$ cat config.mk
export PLATFORM = sky130hd
export DESIGN_NAME = eeprom_bytewr_slave
export DESIGN_NICKNAME = d
export VERILOG_FILES = /design/src/rtl/eewr_pkg.sv /design/src/rtl/eewr_line_sync.sv /design/src/rtl/eewr_byte_engine.sv /design/src/rtl/eewr_write_timer.sv /design/src/rtl/eeprom_bytewr_slave.sv
export SDC_FILE = /design/constraint.sdc
export NUM_CORES = 1
export LEC_CHECK = 0
export BUFFER_PORTS_ARGS = -buffer_cell sky130_fd_sc_hd__buf_2
export CORE_MARGIN = 8
export CORE_UTILIZATION = 63
export DETAILED_ROUTE_END_ITERATION = 6
export GPL_ROUTABILITY_DRIVEN = 0
export GPL_TIMING_DRIVEN = 0
export PLACE_DENSITY = 0.84
export SLEW_MARGIN = 20
export SYNTH_ARGS = -nofsm -noshare
export SYNTH_HDL_FRONTEND = slang
export SYNTH_HIERARCHICAL = 1
export SYNTH_SLANG_ARGS = --single-unit
$ cat constraint.sdc
create_clock -name clk -period 6 [get_ports clk]
set_clock_uncertainty 0.15 [all_clocks]
set_input_delay 1.5 -clock clk [delete_from_list [all_inputs] [get_ports clk]]
set_output_delay 1.5 -clock clk [all_outputs]
set_load 0.02 [all_outputs]
$ cat src/rtl/eewr_pkg.sv
// Shared constants and types for the two-wire byte-write slave.
// Assumes an 8-bit byte and a select byte split into family code,
// strap address and direction bit.
package eewr_pkg;
    localparam int BYTE_W  = 8;
    localparam int STRAP_W = 3;
    localparam int ID_W    = BYTE_W - STRAP_W - 1;
    localparam logic [ID_W-1:0] FAMILY_CODE = 4'b1010;

    // Bit counter values: 8 = byte received, 9 = ack clock high seen
    localparam logic [3:0] BITS_FULL = 4'd8;
    localparam logic [3:0] BITS_ACK  = 4'd9;

    typedef enum logic [2:0] {
        PH_IDLE,   // waiting for Start
        PH_SEL,    // receiving select byte
        PH_LOC,    // receiving memory location
        PH_VAL,    // receiving data value
        PH_ARMED   // all bytes acked, waiting for Stop
    } eewr_phase_e;
endpackage

$ cat src/rtl/eewr_line_sync.sv
// Line synchroniser and bus event detector.
// Brings SCL and SDA into the clock domain through SYNC_STAGES flops
// (reset to the idle-high bus level). It then flags SCL edges and
// Start/Stop conditions from consecutive synchronised samples.
// Assumes the bus is slow compared with clk (several clocks per phase).
module eewr_line_sync #(
    parameter int SYNC_STAGES = 2
) (
    input  logic clk,
    input  logic rst_n,
    input  logic scl_i,
    input  logic sda_i,
    output logic sda_o,
    output logic scl_rise_o,
    output logic scl_fall_o,
    output logic start_o,
    output logic stop_o
);
    localparam int MSB = SYNC_STAGES - 1;

    logic [MSB:0] scl_chain;
    logic [MSB:0] sda_chain;
    logic         scl_prev;
    logic         sda_prev;
    logic         scl_now;
    logic         sda_now;

    // Shift raw lines through the synchroniser chains and keep one older sample
    always_ff @(posedge clk) begin
        if (!rst_n) begin
            scl_chain <= '1;
            sda_chain <= '1;
            scl_prev  <= 1'b1;
            sda_prev  <= 1'b1;
        end else begin
            scl_chain <= {scl_chain[MSB-1:0], scl_i};
            sda_chain <= {sda_chain[MSB-1:0], sda_i};
            scl_prev  <= scl_chain[MSB];
            sda_prev  <= sda_chain[MSB];
        end
    end

    // Decode bus events from the newest and previous synchronised samples
    always_comb begin
        scl_now    = scl_chain[MSB];
        sda_now    = sda_chain[MSB];
        sda_o      = sda_now;
        scl_rise_o = scl_now & ~scl_prev;
        scl_fall_o = ~scl_now & scl_prev;
        start_o    = scl_now & scl_prev & sda_prev & ~sda_now;
        stop_o     = scl_now & scl_prev & ~sda_prev & sda_now;
    end
endmodule

$ cat src/rtl/eewr_byte_engine.sv
// Transaction engine for the byte-write sequence.
// Shifts bits in MSB first on SCL rise. It decides acceptance after the
// eighth bit, drives the acknowledge through the ninth clock and releases
// it on that clock's falling edge. It raises a one-cycle commit when a Stop
// follows an acknowledged data byte.
// Assumes hold_i is high for the whole internal write cycle; the engine
// then stays idle and silent.
module eewr_byte_engine
    import eewr_pkg::*;
(
    input  logic               clk,
    input  logic               rst_n,
    input  logic               hold_i,
    input  logic               sda_i,
    input  logic               scl_rise_i,
    input  logic               scl_fall_i,
    input  logic               start_i,
    input  logic               stop_i,
    input  logic [STRAP_W-1:0] strap_i,
    output logic               ack_drive_o,
    output logic               commit_o,
    output logic [BYTE_W-1:0]  loc_o,
    output logic [BYTE_W-1:0]  val_o
);
    eewr_phase_e       phase;
    eewr_phase_e       phase_after;
    logic [3:0]        bit_cnt;
    logic [BYTE_W-1:0] shreg;
    logic              ack_on;
    logic              sel_match;
    logic              byte_ok;
    logic              receiving;

    // Select byte test: family code, strap address and write direction
    always_comb begin
        sel_match = (shreg[BYTE_W-1 -: ID_W] == FAMILY_CODE)
                  && (shreg[STRAP_W:1] == strap_i)
                  && (shreg[0] == 1'b0);
        byte_ok   = (phase == PH_SEL) ? sel_match : 1'b1;
        receiving = (phase == PH_SEL) || (phase == PH_LOC) || (phase == PH_VAL);
    end

    // Phase that follows a completed acknowledge clock
    always_comb begin
        case (phase)
            PH_SEL:  phase_after = PH_LOC;
            PH_LOC:  phase_after = PH_VAL;
            PH_VAL:  phase_after = PH_ARMED;
            default: phase_after = PH_IDLE;
        endcase
    end

    // Sequence the transfer: events first, then bit and ack handling
    always_ff @(posedge clk) begin
        if (!rst_n) begin
            phase    <= PH_IDLE;
            bit_cnt  <= '0;
            shreg    <= '0;
            ack_on   <= 1'b0;
            commit_o <= 1'b0;
            loc_o    <= '0;
            val_o    <= '0;
        end else begin
            commit_o <= 1'b0;
            if (hold_i) begin
                phase   <= PH_IDLE;
                ack_on  <= 1'b0;
                bit_cnt <= '0;
            end else if (start_i) begin
                phase   <= PH_SEL;
                ack_on  <= 1'b0;
                bit_cnt <= '0;
            end else if (stop_i) begin
                commit_o <= (phase == PH_ARMED);
                phase    <= PH_IDLE;
                ack_on   <= 1'b0;
                bit_cnt  <= '0;
            end else if (receiving) begin
                if (scl_rise_i) begin
                    if (bit_cnt < BITS_FULL) begin
                        shreg   <= {shreg[BYTE_W-2:0], sda_i};
                        bit_cnt <= bit_cnt + 4'd1;
                    end else if (bit_cnt == BITS_FULL && ack_on) begin
                        bit_cnt <= BITS_ACK;
                    end
                end else if (scl_fall_i) begin
                    if (bit_cnt == BITS_FULL && !ack_on) begin
                        if (byte_ok) begin
                            ack_on <= 1'b1;
                            if (phase == PH_LOC) loc_o <= shreg;
                            if (phase == PH_VAL) val_o <= shreg;
                        end else begin
                            phase   <= PH_IDLE;
                            bit_cnt <= '0;
                        end
                    end else if (bit_cnt == BITS_ACK) begin
                        ack_on  <= 1'b0;
                        bit_cnt <= '0;
                        phase   <= phase_after;
                    end
                end
            end
        end
    end

    assign ack_drive_o = ack_on;
endmodule

$ cat src/rtl/eewr_write_timer.sv
// Internal write-cycle timer.
// On commit it latches location and value, pulses the write strobe once,
// and keeps busy high for WRITE_CYCLES clocks. It then pulses ready.
// Assumes WRITE_CYCLES >= 1 and that commit does not arrive while busy.
module eewr_write_timer
    import eewr_pkg::*;
#(
    parameter int WRITE_CYCLES = 5000
) (
    input  logic              clk,
    input  logic              rst_n,
    input  logic              commit_i,
    input  logic [BYTE_W-1:0] loc_i,
    input  logic [BYTE_W-1:0] val_i,
    output logic              wr_stb_o,
    output logic [BYTE_W-1:0] wr_addr_o,
    output logic [BYTE_W-1:0] wr_data_o,
    output logic              busy_o,
    output logic              ready_o
);
    localparam int CNT_W = $clog2(WRITE_CYCLES + 1);
    localparam logic [CNT_W-1:0] LAST_TICK = CNT_W'(WRITE_CYCLES - 1);

    logic [CNT_W-1:0] remain;

    // Launch the write and count down the busy window
    always_ff @(posedge clk) begin
        if (!rst_n) begin
            wr_stb_o  <= 1'b0;
            wr_addr_o <= '0;
            wr_data_o <= '0;
            busy_o    <= 1'b0;
            ready_o   <= 1'b0;
            remain    <= '0;
        end else begin
            wr_stb_o <= 1'b0;
            ready_o  <= 1'b0;
            if (commit_i && !busy_o) begin
                wr_stb_o  <= 1'b1;
                wr_addr_o <= loc_i;
                wr_data_o <= val_i;
                busy_o    <= 1'b1;
                remain    <= LAST_TICK;
            end else if (busy_o) begin
                if (remain == '0) begin
                    busy_o  <= 1'b0;
                    ready_o <= 1'b1;
                end else begin
                    remain <= remain - 1'b1;
                end
            end
        end
    end
endmodule

$ cat src/rtl/eeprom_bytewr_slave.sv
// Top of the two-wire byte-write slave.
// Chains the line synchroniser, the transaction engine and the write timer.
// The engine is held idle from commit until the busy window ends, so the
// bus is ignored for the whole write cycle.
// Assumes sda_i is the wired line including this block's own pull-down.
module eeprom_bytewr_slave #(
    parameter int WRITE_CYCLES = 5000,
    parameter int SYNC_STAGES  = 2
) (
    input  logic       clk,
    input  logic       rst_n,
    input  logic       scl_i,
    input  logic       sda_i,
    output logic       sda_oe_o,
    input  logic [2:0] strap_addr_i,
    output logic       wr_stb_o,
    output logic [7:0] wr_addr_o,
    output logic [7:0] wr_data_o,
    output logic       busy_o,
    output logic       ready_o
);
    logic       sda_s;
    logic       scl_rise;
    logic       scl_fall;
    logic       bus_start;
    logic       bus_stop;
    logic       commit;
    logic       hold;
    logic [7:0] loc;
    logic [7:0] val;

    // Keep the engine deaf from commit through the end of the busy window
    always_comb hold = busy_o | commit;

    eewr_line_sync #(.SYNC_STAGES(SYNC_STAGES)) u_sync (
        .clk        (clk),
        .rst_n      (rst_n),
        .scl_i      (scl_i),
        .sda_i      (sda_i),
        .sda_o      (sda_s),
        .scl_rise_o (scl_rise),
        .scl_fall_o (scl_fall),
        .start_o    (bus_start),
        .stop_o     (bus_stop)
    );

    eewr_byte_engine u_engine (
        .clk         (clk),
        .rst_n       (rst_n),
        .hold_i      (hold),
        .sda_i       (sda_s),
        .scl_rise_i  (scl_rise),
        .scl_fall_i  (scl_fall),
        .start_i     (bus_start),
        .stop_i      (bus_stop),
        .strap_i     (strap_addr_i),
        .ack_drive_o (sda_oe_o),
        .commit_o    (commit),
        .loc_o       (loc),
        .val_o       (val)
    );

    eewr_write_timer #(.WRITE_CYCLES(WRITE_CYCLES)) u_timer (
        .clk       (clk),
        .rst_n     (rst_n),
        .commit_i  (commit),
        .loc_i     (loc),
        .val_i     (val),
        .wr_stb_o  (wr_stb_o),
        .wr_addr_o (wr_addr_o),
        .wr_data_o (wr_data_o),
        .busy_o    (busy_o),
        .ready_o   (ready_o)
    );
endmodule

# [Word level (Yosys, flattened, before mapping)]
# Index checks and enable logic that the tools add are counted.
[word_totals] in_bits=7 regBits=71 out_inout_bits=20 word_cells=116
[op_classes] order_cmp=1 muxes=28 addsub=2 eq_ne=15 bitwise_logic=20 n_reduce_logical=31
[op_table] operator="2-to-1 mux 13 bit" count=3
[op_table] operator="2-to-1 mux 4 bit" count=7
[op_table] operator="AND reduction 5 bit" count=4
[op_table] operator="AND reduction 9 bit" count=2
[op_table] operator="2-to-1 mux 1 bit" count=14
[op_table] operator="zero test 13 bit" count=1
[op_table] operator="subtractor 13 x 1 -> 13 bit (second input constant)" count=1
[op_table] operator="equality test 4 bit (second input constant)" count=3
[op_table] operator="NOT 1 bit" count=12
[op_table] operator="2-to-1 mux 3 bit" count=3
[op_table] operator="one-hot mux 3 bit (3 select lines)" count=1
[op_table] operator="nonzero test 3 bit" count=3
[op_table] operator="OR reduction 4 bit" count=2
[op_table] operator="bitwise AND 1 bit" count=7
[op_table] operator="equality test 3 x 2 -> 1 bit (second input constant)" count=2
[op_table] operator="inequality test 3 x 1 -> 1 bit (second input constant)" count=2
[op_table] operator="AND reduction 6 bit" count=1
[op_table] operator="nonzero test 2 bit" count=3
[op_table] operator="logical AND 1 bit" count=5
[op_table] operator="adder 4 x 1 -> 4 bit (second input constant)" count=1
[op_table] operator="less-than comparator 4 bit (second input constant)" count=1
[op_table] operator="inequality test 2 x 1 -> 1 bit (second input constant)" count=2
[op_table] operator="inequality test 4 bit (second input constant)" count=1
[op_table] operator="AND reduction 2 bit" count=2
[op_table] operator="other kinds (11)" count=14

# [Logic depth before layout (Yosys ltp)]
# Gate-level depths: netlist of the first run.
[depth] ltp_word=11 ltp_mapped=8 ltp_nobuf=7

# [Cells and area by module]
# Netlist of the first run, hierarchy kept.
[modules_own_cells] mod="eewr_byte_engine" area_per_inst_um2=1564.0 n_inst=1 cells_each=154 seq_area_each_um2=660.6
[modules_own_cells] mod="eewr_write_timer" area_per_inst_um2=1288.7 n_inst=1 cells_each=153 seq_area_each_um2=640.6
[modules_own_cells] mod="eewr_line_sync" area_per_inst_um2=190.2 n_inst=1 cells_each=16 seq_area_each_um2=120.1
[modules_own_cells] mod="eeprom_bytewr_slave" area_per_inst_um2=6.3 n_inst=1 cells_each=1 seq_area_each_um2=0.0

# [Worst setup path before layout of the first run]
# No wires, ideal clock.
[synth_path] path_kind="in2reg" start="input port strap_addr_i[1]" end="register u_engine.bit_cnt[0]" stages=5 slack_ns=3.457 required_ns=5.758 n_path_buf=0 arrival_time_ns=2.301 setup_time_ns=0.092 path_cell_list="xor2_1 nor3_1 and3_1 a31oi_1 o32ai_1"
[synth_between] elab_chain_len=6
[synth_lines] item="start, declared" line_no="eeprom_bytewr_slave.sv:15" source="input logic [2:0] strap_addr_i,"
[synth_lines] item="equality test 3 bit" line_no="eewr_byte_engine.sv:37" source="&& (shreg[STRAP_W:1] == strap_i)"
[synth_lines] item="logical AND 1 bit" line_no="eewr_byte_engine.sv:37"
[synth_lines] item="logical AND 1 bit" line_no="eewr_byte_engine.sv:38" source="&& (shreg[0] == 1'b0);"
[synth_lines] item="2-to-1 mux 1 bit" line_no="eewr_byte_engine.sv:39" source="byte_ok = (phase == PH_SEL) ? sel_match : 1'b1;"
[synth_lines] item="inequality test 3 bit (no source line)"
[synth_lines] item="AND reduction 5 bit (no source line)"
[synth_lines] item="end signal, assigned" line_no="eewr_byte_engine.sv:82" source="bit_cnt <= bit_cnt + 4'd1;"
[synth_lines] item="end, declared" line_no="eewr_byte_engine.sv:27" source="logic [3:0] bit_cnt;"
# No other way between the ends.
# A chain may end at the register's enable or synchronous reset.

# [Final worst setup path of the first run]
[layout_path] start="input port rst_n" end="register u_engine.bit_cnt[1]"
[layout_between] elab_chain_len=2
[layout_lines] item="start, declared" line_no="eeprom_bytewr_slave.sv:11" source="input logic rst_n,"
[layout_lines] item="NOT 1 bit (no source line)"
[layout_lines] item="OR reduction 4 bit (no source line)"
# No other way between the ends.

==> flow_metrics.py, run 1 <==
metrics = {
    "yosys": {
        "syn_avg_cell_area_um2": 9.41,
        "syn_area_um2": 3050,
        "synth-seq-cells": 71,
        "ys_warn_count": 6,
        "synth_top_area_cell": "dfxtp_1",
        "yosysSeqAreaShare": 0.466,
        "synth.distinct_cells": 53,
        "synth-edff-count": 0,
        "synthFlopType": "dfxtp_1",
        "synthCells": 324,
        "synth_top_area_frac": 0.466,
        "synth.area.top_cells": "dfxtp_1 (47%), mux2i_1 (8.5%), nor2b_1 (5.5%), nand2_1 (5.2%), a21oi_1 (4.1%)",
        "postSynth.asyncResetShare": 0,
        "synth_top_cells_by_count": "dfxtp_1 (71), nand2_1 (42), nor2b_1 (27)",
        "syn_nets": 336,
        "yosysMostFrequentCell": "dfxtp_1",
    },
    "critical_path": {
        "start_kind": "input port",
        "ff2ff_path_depth": 6,
        "crit_path_max_fanout": 19,
        "path_depth": 5,
        "cp_cell_sequence": "buf_2 -> nand2b_1 -> nor3_1 -> nand4b_1 -> mux2i_1",
        "critical-path-top-delay-family": "simple AND/OR/NAND/NOR gates",
        "slowest_delay_ns": 0.54,
        "path_buf_inv": 1,
        "cp-end-kind": "flip-flop",
        "r2r_slack_ns": 3.69,
        "crit_slowest_cell": "nor3_1",
        "crit_arrival_ns": 2.87,
        "cp.required_ns": 6.12,
        "crit_type": "in -> reg",
    },
    "place": {
        "placed_cell_area_um2": 3250,
        "io_buffers": 26,
        "hpwl_um": 4540,
    },
    "global_route": {
        "grt_max_degree": 20,
        "track_usage": 0.182,
        "grt_pass1_wl_um": 10700,
        "overflow": 0,
        "grt_pass1_vias": 2359,
        "antenna_found_initial": 0,
    },
    "timing": {
        "setup_tns_ns": 0,
        "finalHoldWorstSlack_ns": 0.267,
        "slew_violations": 0,
        "setup_viol": 0,
        "fmax_mhz": 363,
        "fin_crit_sh": 0.459,
        "max-slew-margin-rel": 0.559,
        "fin_crit_ns": 2.75,
        "finalHoldViolCount": 0,
        "rsz0062_at_grt": "no",
        "worst_pin_slew_ns": 0.656,
    },
    "clocking": {
        "htreeDepth": 3,
        "cts_root_buf": "clkbuf_8",
        "cts.repair.resized": 0,
        "post_cts_buffers": 0,
        "ctsHoldBuffers": 0,
        "clock_sinks": 71,
        "cts-buffers-inserted": 9,
        "clk_latency_ns": 0.34,
        "clock_path_buffers": 2,
        "cts_tree": "built",
        "path_clk_slew_ns": 0.07,
    },
    "die": {
        "num_rows": 25,
        "die_w_um": 85.6,
        "start_util": 0.650,
        "fp.coreArea_um2": 4690,
        "fp.dieArea_um2": 7320,
        "pin_count": 27,
        "die_h_um": 85.6,
    },
    "routing": {
        "drt-wirelength-per-cell_um": 15.4,
        "postRouteAntennaNets": 0,
        "vias_per_cell": 5.83,
        "vias": 2450,
        "dr.pass1.iters": 5,
        "wirelength_um": 6480,
        "drt_iter0_drc": 185,
        "drc": 0,
    },
    "cells_and_area": {
        "drive_gt1_frac": 0.169,
        "syn_to_final_growth_pct": 13.1,
        "num-nets-final": 373,
        "design_area_um2": 3450,
        "antenna_cells": 0,
    },
    "power_and_ir_drop": {
        "power_density_nw_per_um2": 256,
        "ir_drop_mv": 0.194,
        "p_leak_nw": 1.32,
    },
    "job": {
        "cap_violations": 0,
    },
    "outcome": {
        "status": "finished, final reports clean",
    },
    "worst_hold_path": {
        "hold_class": "reg -> reg",
        "holdPathStages": 1,
    },
}
==> placed cells by master (no fill, tap or decap), types with 3 or more instances in the layout <==
cell and n:
a21oi_1 25, a31oi_1 5, buf_2 29, clkbuf_1 8, clkbuf_8 9, dfxtp_1 71
ha_1 5, inv_1 8, inv_6 3, mux2i_1 26, nand2_1 42, nand2b_1 10
nand3b_1 4, nor2_1 7, nor2b_1 27, nor3_1 8, nor4_1 4, nor4b_1 3
o21ai_0 6, o31ai_1 3, or2_2 4, or3_1 7, or4_1 4, xor2_1 4
==> worst paths after layout <==
check | start | end
setup / recovery | rst_n | u_engine/bit_cnt[1]
hold / removal | u_sync/scl_chain[0] | u_sync/scl_chain[1]
setup reg to reg | u_timer/busy_o | u_engine/loc_o[4]
hold reg to reg | u_sync/scl_chain[0] | u_sync/scl_chain[1]
==> report_power, final <==
part           total [mW]  internal, mW  switching, mW
registers           0.474         0.473        0.00110
clock network       0.383         0.197          0.186
logic              0.0244       0.00963         0.0148
total               0.882         0.679          0.202
==> per-layer routing <==
| layer | up-vias | GRT usage | part of all wire |
|---|---|---|---|
| met1 | 1160 | 0.202 | 0.43 |
| met3 | 9 | 0.0506 | 0.043 |
| met4 | 0 | 0.0764 | 0.013 |
| met2 | 54 | 0.319 | 0.52 |
| met5 | - | 0 | 0 |
| li1 | 1227 | - | - |
==> worst register-to-register path, cell delays in order (launching register included) <==
cell	delay, ns
dfxtp_1	0.39
or2_1	0.25
nor4_1	0.36
nand4_1	0.20
nor2_2	0.49
mux2i_1	0.28
nor2b_1	0.08
==> per-stage QoR <==
| stage | std cells | worst slack [ns] | util | total power [mW] |
|---|---|---|---|---|
| detailed placement | 404 | 2.93 | 0.692 | 0.509 |
| finish | 420 | 3.25 | 0.735 | 0.882 |
| global placement | 404 | 3.00 | 0.692 | 0.508 |
| global route | 420 | 3.11 | 0.735 | 0.913 |
| CTS | 420 | 3.29 | 0.735 | 0.892 |
| floorplan | 324 | 3.46 | - | 0.501 |
==> kinds of logic after synthesis <==
| family | synth area share |
|---|---|
| AND/OR/NAND/NOR | 0.259 |
| buffers and inverters | 0.0283 |
| AO/OA/AOI/OAI | 0.129 |
| flip-flops | 0.466 |
| multiplexers | 0.0854 |
| XOR/XNOR | 0.0115 |
| adder cells (fa/ha/maj) | 0.0205 |
==> sequential cells by signal (all words and copies together) (netlist names), 3 cells and up <==
name               cells
u_engine/phase         3
u_timer/wr_addr_o      8
u_timer/remain        13
u_engine/loc_o         8
u_engine/bit_cnt       4
u_engine/shreg         8
u_engine/val_o         8
u_timer/wr_data_o      8
==> layout make-up <==
class	count	area, µm²
multi-input combinational	233	1540
timing repair buffer	26	130
fill	343	1240
inverter	8	30.0
sequential	71	1420
buffer	12	56.3
clock inverter	7	78.8
clock buffer	9	124
tap	54	67.6
(Power assumes the default switching activity.)
==> run 2, diff against run 1 <==
CORE_UTILIZATION = 53   (was 63)
PLACE_DENSITY = 0.75   (was 0.84)
clock period = 2.52 ns   (was 6 ns; I/O delays follow)
==> run 2 against run 1 <==
Effect of this change:
- final area increased by 0.51%
- flip-flop and latch count is the same
- non-clock buffer count unchanged
- worst setup slack worse by 3.0 ns
- global-route usage down 2.5 points
- via count fell by 1.5%
- cell count grew 4.3%
- register-to-register slack lost 3.4 ns
- combinational power increased by 130%
- power increased by 140%
- wire length shrank 1.3%
- largest power group unchanged
- critical path type is now reg -> reg
- worst hold slack got worse by 0.0090 ns
==> flow_metrics.py, run 2 (synthesis results as in run 1) <==
metrics = {
    "critical_path": {
        "r2r_start": "u_engine/bit_cnt[0]",
        "crit_arrival_ns": 2.34,
        "cp.required_ns": 2.58,
        "ff2ff_path_depth": 6,
        "cp-end-kind": "flip-flop",
        "start_kind": "flip-flop",
        "r2r_end": "u_engine/phase[0]",
        "crit_path_max_fanout": 6,
        "r2r_slack_ns": 0.24,
        "crit_type": "reg -> reg",
    },
    "worst_hold_path": {
        "holdPathEnd": "u_sync/scl_chain[1]",
        "worstHoldStart": "u_sync/scl_chain[0]",
        "holdPathStages": 1,
        "hold_class": "reg -> reg",
    },
    "power_and_ir_drop": {
        "p_seq_frac": 0.540,
        "p_comb_frac": 0.027,
        "p_sw_frac": 0.218,
        "power_frac_clock": 0.433,
        "switchingPower_mw": 0.455,
        "p_int_mw": 1.63,
        "p_total_mw": 2.09,
        "p_leak_nw": 1.31,
        "power_density_nw_per_um2": 602,
        "ir_drop_mv": 0.399,
    },
    "global_route": {
        "track_usage": 0.158,
        "antenna_found_initial": 0,
        "grt_max_degree": 20,
        "grt_pass1_vias": 2314,
        "grt_pass1_wl_um": 11000,
        "overflow": 0,
    },
    "clocking": {
        "cts_root_buf": "clkbuf_8",
        "cts.repair.resized": 0,
        "post_cts_buffers": 0,
        "cts-buffers-inserted": 9,
        "ctsHoldBuffers": 0,
        "clk_latency_ns": 0.34,
        "clock_sinks": 71,
        "clock_path_buffers": 2,
        "cts_tree": "built",
        "path_clk_slew_ns": 0.07,
        "htreeDepth": 3,
    },
    "timing": {
        "fin_crit_ns": 2.28,
        "setup_tns_ns": 0,
        "max-slew-margin-rel": 0.534,
        "fmax_mhz": 439,
        "finalHoldViolCount": 0,
        "setup_viol": 0,
        "worst_pin_slew_ns": 0.694,
        "slew_violations": 0,
        "fin_crit_sh": 0.905,
        "rsz0062_at_grt": "no",
    },
    "cells_and_area": {
        "fillers": 494,
        "final_cell_mix": "dfxtp_1 (71), nand2_1 (42), buf_2 (29)",
        "antenna_cells": 0,
        "fin_util": 0.626,
        "ff_latch_area_um2": 1420,
        "layout_commonest_cell": "dfxtp_1",
        "multi_input_area_um2": 1540,
        "largest_register_ffs": 13,
        "num-nets-final": 373,
        "drive_gt1_frac": 0.167,
        "syn_to_final_growth_pct": 13.7,
        "regMostFlops": "u_timer/remain",
    },
    "routing": {
        "drt_iter0_drc": 175,
        "vias_per_cell": 5.51,
        "drt-wirelength-per-cell_um": 14.6,
        "wirelength_um": 6400,
        "vias": 2413,
        "drc": 0,
        "postRouteAntennaNets": 0,
        "dr.pass1.iters": 4,
    },
    "die": {
        "start_util": 0.550,
        "fp.dieArea_um2": 8440,
        "num_rows": 27,
        "pin_count": 27,
        "die_h_um": 91.9,
        "die_w_um": 91.9,
        "fp.coreArea_um2": 5540,
    },
    "outcome": {
        "status": "finished, final reports clean",
    },
    "place": {
        "hpwl_um": 4630,
        "io_buffers": 26,
    },
    "job": {
        "cap_violations": 0,
    },
}
run 2: cell types whose count changed in the layout (fill, tap and decap cells not counted), sizes merged:
cell and delta:
inv -2, clkinv -1, clkinvlp +1, clkbuf +2
run 2: per-stage QoR:
stage               hold slack, ns  cells  instance area (µm²)  worst slack (ns)
floorplan                    0.236    324                 3050             0.408
global placement             0.239    422                 3270             0.303
detailed placement           0.246    422                 3270             0.234
CTS                          0.264    438                 3470             0.267
global route                 0.297    438                 3470            0.0325
finish                       0.258    438                 3470             0.240
run 2: layout make-up:
| type | count | share of cell area |
|---|---|---|
| clock inverters | 5 | 0.0162 |
| clock buffers | 11 | 0.0408 |
| flip-flops and latches | 71 | 0.410 |
| well taps | 72 | 0.0260 |
| plain buffers | 12 | 0.0162 |
| inverters | 8 | 0.00866 |
| repair buffers | 26 | 0.0375 |
| multi-input cells | 233 | 0.445 |
run 2: worst max path at each step:
stage	end	slack, ns	depth (start not counted)	from
5_1_grt	u_engine/loc_o[5]	0.03	6	u_timer/busy_o
4_1_cts	u_engine/phase[0]	0.27	6	u_engine/bit_cnt[0]
6_report	u_engine/phase[0]	0.24	6	u_engine/bit_cnt[0]
2_1_floorplan	u_timer/remain[9]	0.41	4	u_timer/busy_o
3_3_place_gp	u_engine/phase[0]	0.30	6	u_engine/bit_cnt[0]
3_5_place_dp	u_engine/bit_cnt[1]	0.23	5	rst_n
run 2: power groups by stage:
stage / Sequential, mW / Clock (mW) / Combinational [mW]
3_5_place_dp: 1.15 / 0 / 0.0568
4_1_cts: 1.13 / 0.922 / 0.0571
5_1_grt: 1.13 / 0.978 / 0.0635
6_report: 1.13 / 0.904 / 0.0569
3_3_place_gp: 1.15 / 0 / 0.0563
2_1_floorplan: 1.15 / 0 / 0.0386
run 2: metal layers:
layer	GRT usage	wire length, µm
met1	0.199	3110
met2	0.248	2900
met3	0.0416	289
met4	0.0658	104
met5	0	0
run 2: critical path, cell delays in order, from the launching register on:
cell,delay [ns]
dfxtp_1,0.34
inv_1,0.11
ha_1,0.22
nand2b_1,0.11
a2111oi_2,0.68
a21boi_0,0.39
o22ai_1,0.14
==> run 3, diff against run 2 <==
--- a/config.mk
+++ b/config.mk
@@ -13,3 +13,4 @@
 export GPL_TIMING_DRIVEN = 0
-export PLACE_DENSITY = 0.75
+export PLACE_DENSITY = 0.8
+export SETUP_SLACK_MARGIN = 0.1
 export SLEW_MARGIN = 20
==> constraint.sdc (replaced) <==
create_clock -name clk -period 2.52 [get_ports clk]
set_clock_uncertainty 0.15 [all_clocks]
set_input_delay 0.252 -clock clk [delete_from_list [all_inputs] [get_ports clk]]
set_output_delay 0.252 -clock clk [all_outputs]
set_load 0.02 [all_outputs]
==> run 3 against run 2 <==
Effect of this change:
- power down 1.4%
- final area up 0.65%
- first-iteration DRC count down 31%
- largest cell class unchanged
- register-to-register slack about the same
- clock power down 3.8%
- worst setup slack worse by 0.0017 ns
- critical path type unchanged
- largest power group unchanged
- wire length up 0.30%
- critical path depth unchanged
- die area unchanged
- utilization up 0.41 points
==> flow_metrics.py, run 3 (synthesis results as in run 1) <==
metrics = {
    "outcome": {
        "status": "finished, final reports clean",
    },
    "critical_path": {
        "ff2ff_path_depth": 6,
        "crit_arrival_ns": 2.37,
        "cp-end-kind": "flip-flop",
        "start_kind": "flip-flop",
        "crit_path_max_fanout": 8,
        "critPathCapture": "u_engine/shreg[4]",
        "r2r_slack_ns": 0.24,
        "r2r_end": "u_engine/shreg[4]",
        "crit_start": "u_sync/scl_chain[1]",
        "cp.required_ns": 2.61,
        "r2r_start": "u_sync/scl_chain[1]",
        "crit_type": "reg -> reg",
    },
    "timing": {
        "fmax_mhz": 438,
        "slew_violations": 0,
        "setup_tns_ns": 0,
        "finalHoldViolCount": 0,
        "worst_pin_slew_ns": 0.681,
        "worst_slack_ns": 0.238,
        "fin_crit_ns": 2.28,
        "fin_crit_sh": 0.905,
        "rsz0062_at_grt": "no",
        "max-slew-margin-rel": 0.542,
        "setup_viol": 0,
    },
    "global_route": {
        "grt_pass1_vias": 2298,
        "grt_pass1_wl_um": 10600,
        "grt_max_degree": 20,
        "track_usage": 0.154,
        "antenna_found_initial": 0,
        "overflow": 0,
    },
    "cells_and_area": {
        "num-nets-final": 375,
        "ff_latch_area_um2": 1420,
        "final_cell_mix": "dfxtp_1 (71), nand2_1 (42), buf_2 (29)",
        "fin_cells": 439,
        "fillers": 460,
        "syn_to_final_growth_pct": 14.4,
        "layout_commonest_cell": "dfxtp_1",
        "antenna_cells": 0,
        "multi_input_area_um2": 1550,
        "drive_gt1_frac": 0.163,
        "regMostFlops": "u_timer/remain",
        "largest_register_ffs": 13,
    },
    "power_and_ir_drop": {
        "power_frac_clock": 0.422,
        "p_int_mw": 1.60,
        "p_sw_frac": 0.221,
        "p_comb_frac": 0.030,
        "ir_drop_mv": 0.481,
        "switchingPower_mw": 0.456,
        "p_leak_nw": 1.31,
        "p_seq_frac": 0.548,
        "power_density_nw_per_um2": 590,
    },
    "job": {
        "cap_violations": 0,
    },
    "worst_hold_path": {
        "hold_class": "in -> reg",
    },
    "die": {
        "num_rows": 27,
        "fp.dieArea_um2": 8440,
        "pin_count": 27,
        "fp.coreArea_um2": 5540,
        "die_h_um": 91.9,
        "start_util": 0.550,
        "die_w_um": 91.9,
    },
    "place": {
        "hpwl_um": 4420,
        "post-place-ws_ns": 0.287,
        "io_buffers": 26,
        "post-place-cells": 422,
    },
    "routing": {
        "postRouteAntennaNets": 0,
        "drt_iter0_drc": 121,
        "vias": 2440,
        "vias_per_cell": 5.56,
        "drc": 0,
        "wirelength_um": 6420,
        "dr.pass1.iters": 4,
        "drt-wirelength-per-cell_um": 14.6,
    },
    "clocking": {
        "htreeDepth": 3,
        "clock_path_buffers": 2,
        "path_clk_slew_ns": 0.07,
        "clock_sinks": 71,
        "cts_root_buf": "clkbuf_8",
        "cts-buffers-inserted": 9,
        "cts_tree": "built",
        "post_cts_buffers": 0,
        "clk_latency_ns": 0.34,
    },
}
-- run 3: how the worst min path moves through the flow --
stage                          endpoint  cells past startpoint           startpoint  slack [ns]
finish              u_sync/scl_chain[1]                      2                rst_n        0.11
global route        u_sync/sda_chain[0]                      2                rst_n        0.10
CTS                 u_sync/scl_chain[1]                      2                rst_n        0.09
detailed placement  u_sync/scl_chain[1]                      1  u_sync/scl_chain[0]        0.25
global placement    u_sync/scl_chain[1]                      1  u_sync/scl_chain[0]        0.24
floorplan           u_sync/scl_chain[0]                      1                rst_n        0.18
-- run 3: final cells by class --
class                   instances  area share
repair buffers                 28      0.0430
inverters                       8     0.00861
flip-flops and latches         71       0.407
clock buffers                  10      0.0366
multi-input cells             233       0.445
clock inverters                 5      0.0172
plain buffers                  12      0.0161
well taps                      72      0.0258
-- run 3: metal layers --
layer / vias to the layer above / GRT usage / share of wire
li1: 1227 / - / -
met1: 1168 / 0.190 / 0.48
met2: 38 / 0.243 / 0.47
met3: 7 / 0.0554 / 0.035
met4: 0 / 0.0510 / 0.0098
met5: - / 0 / 0
-- run 3: what timing repair did --
action                                 in CTS  in global routing
endpoints found under the hold margin       2                  0
setup endpoints to repair                   0                  3
resized for setup                           0                  1
hold buffers                                2                  0
-- run 3: worst max-delay path, cell delays in order, from the launching register on --
cell     delay (ns)
dfxtp_1        0.37
nor2b_1        0.55
inv_1          0.21
nor4b_1        0.30
buf_2          0.30
mux2i_1        0.22
nor2b_1        0.07
-- run 3: stage by stage --
stage	hold slack, ns	power, mW	cell area, µm²	utilization
final	0.109	2.06	3490	0.630
after global routing	0.104	2.14	3490	0.630
after global placement	0.244	1.21	3270	0.590
after floorplan	0.175	1.19	3050	-
after CTS	0.0918	2.08	3480	0.628
after detailed placement	0.246	1.21	3270	0.590
-- run 3: power by group through the flow --
stage               clock network [mW]  registers [mW]  logic, mW
floorplan                            0            1.15     0.0386
global placement                     0            1.15     0.0568
detailed placement                   0            1.15     0.0578
CTS                              0.894            1.13     0.0606
global route                     0.947            1.13     0.0664
finish                           0.870            1.13     0.0618
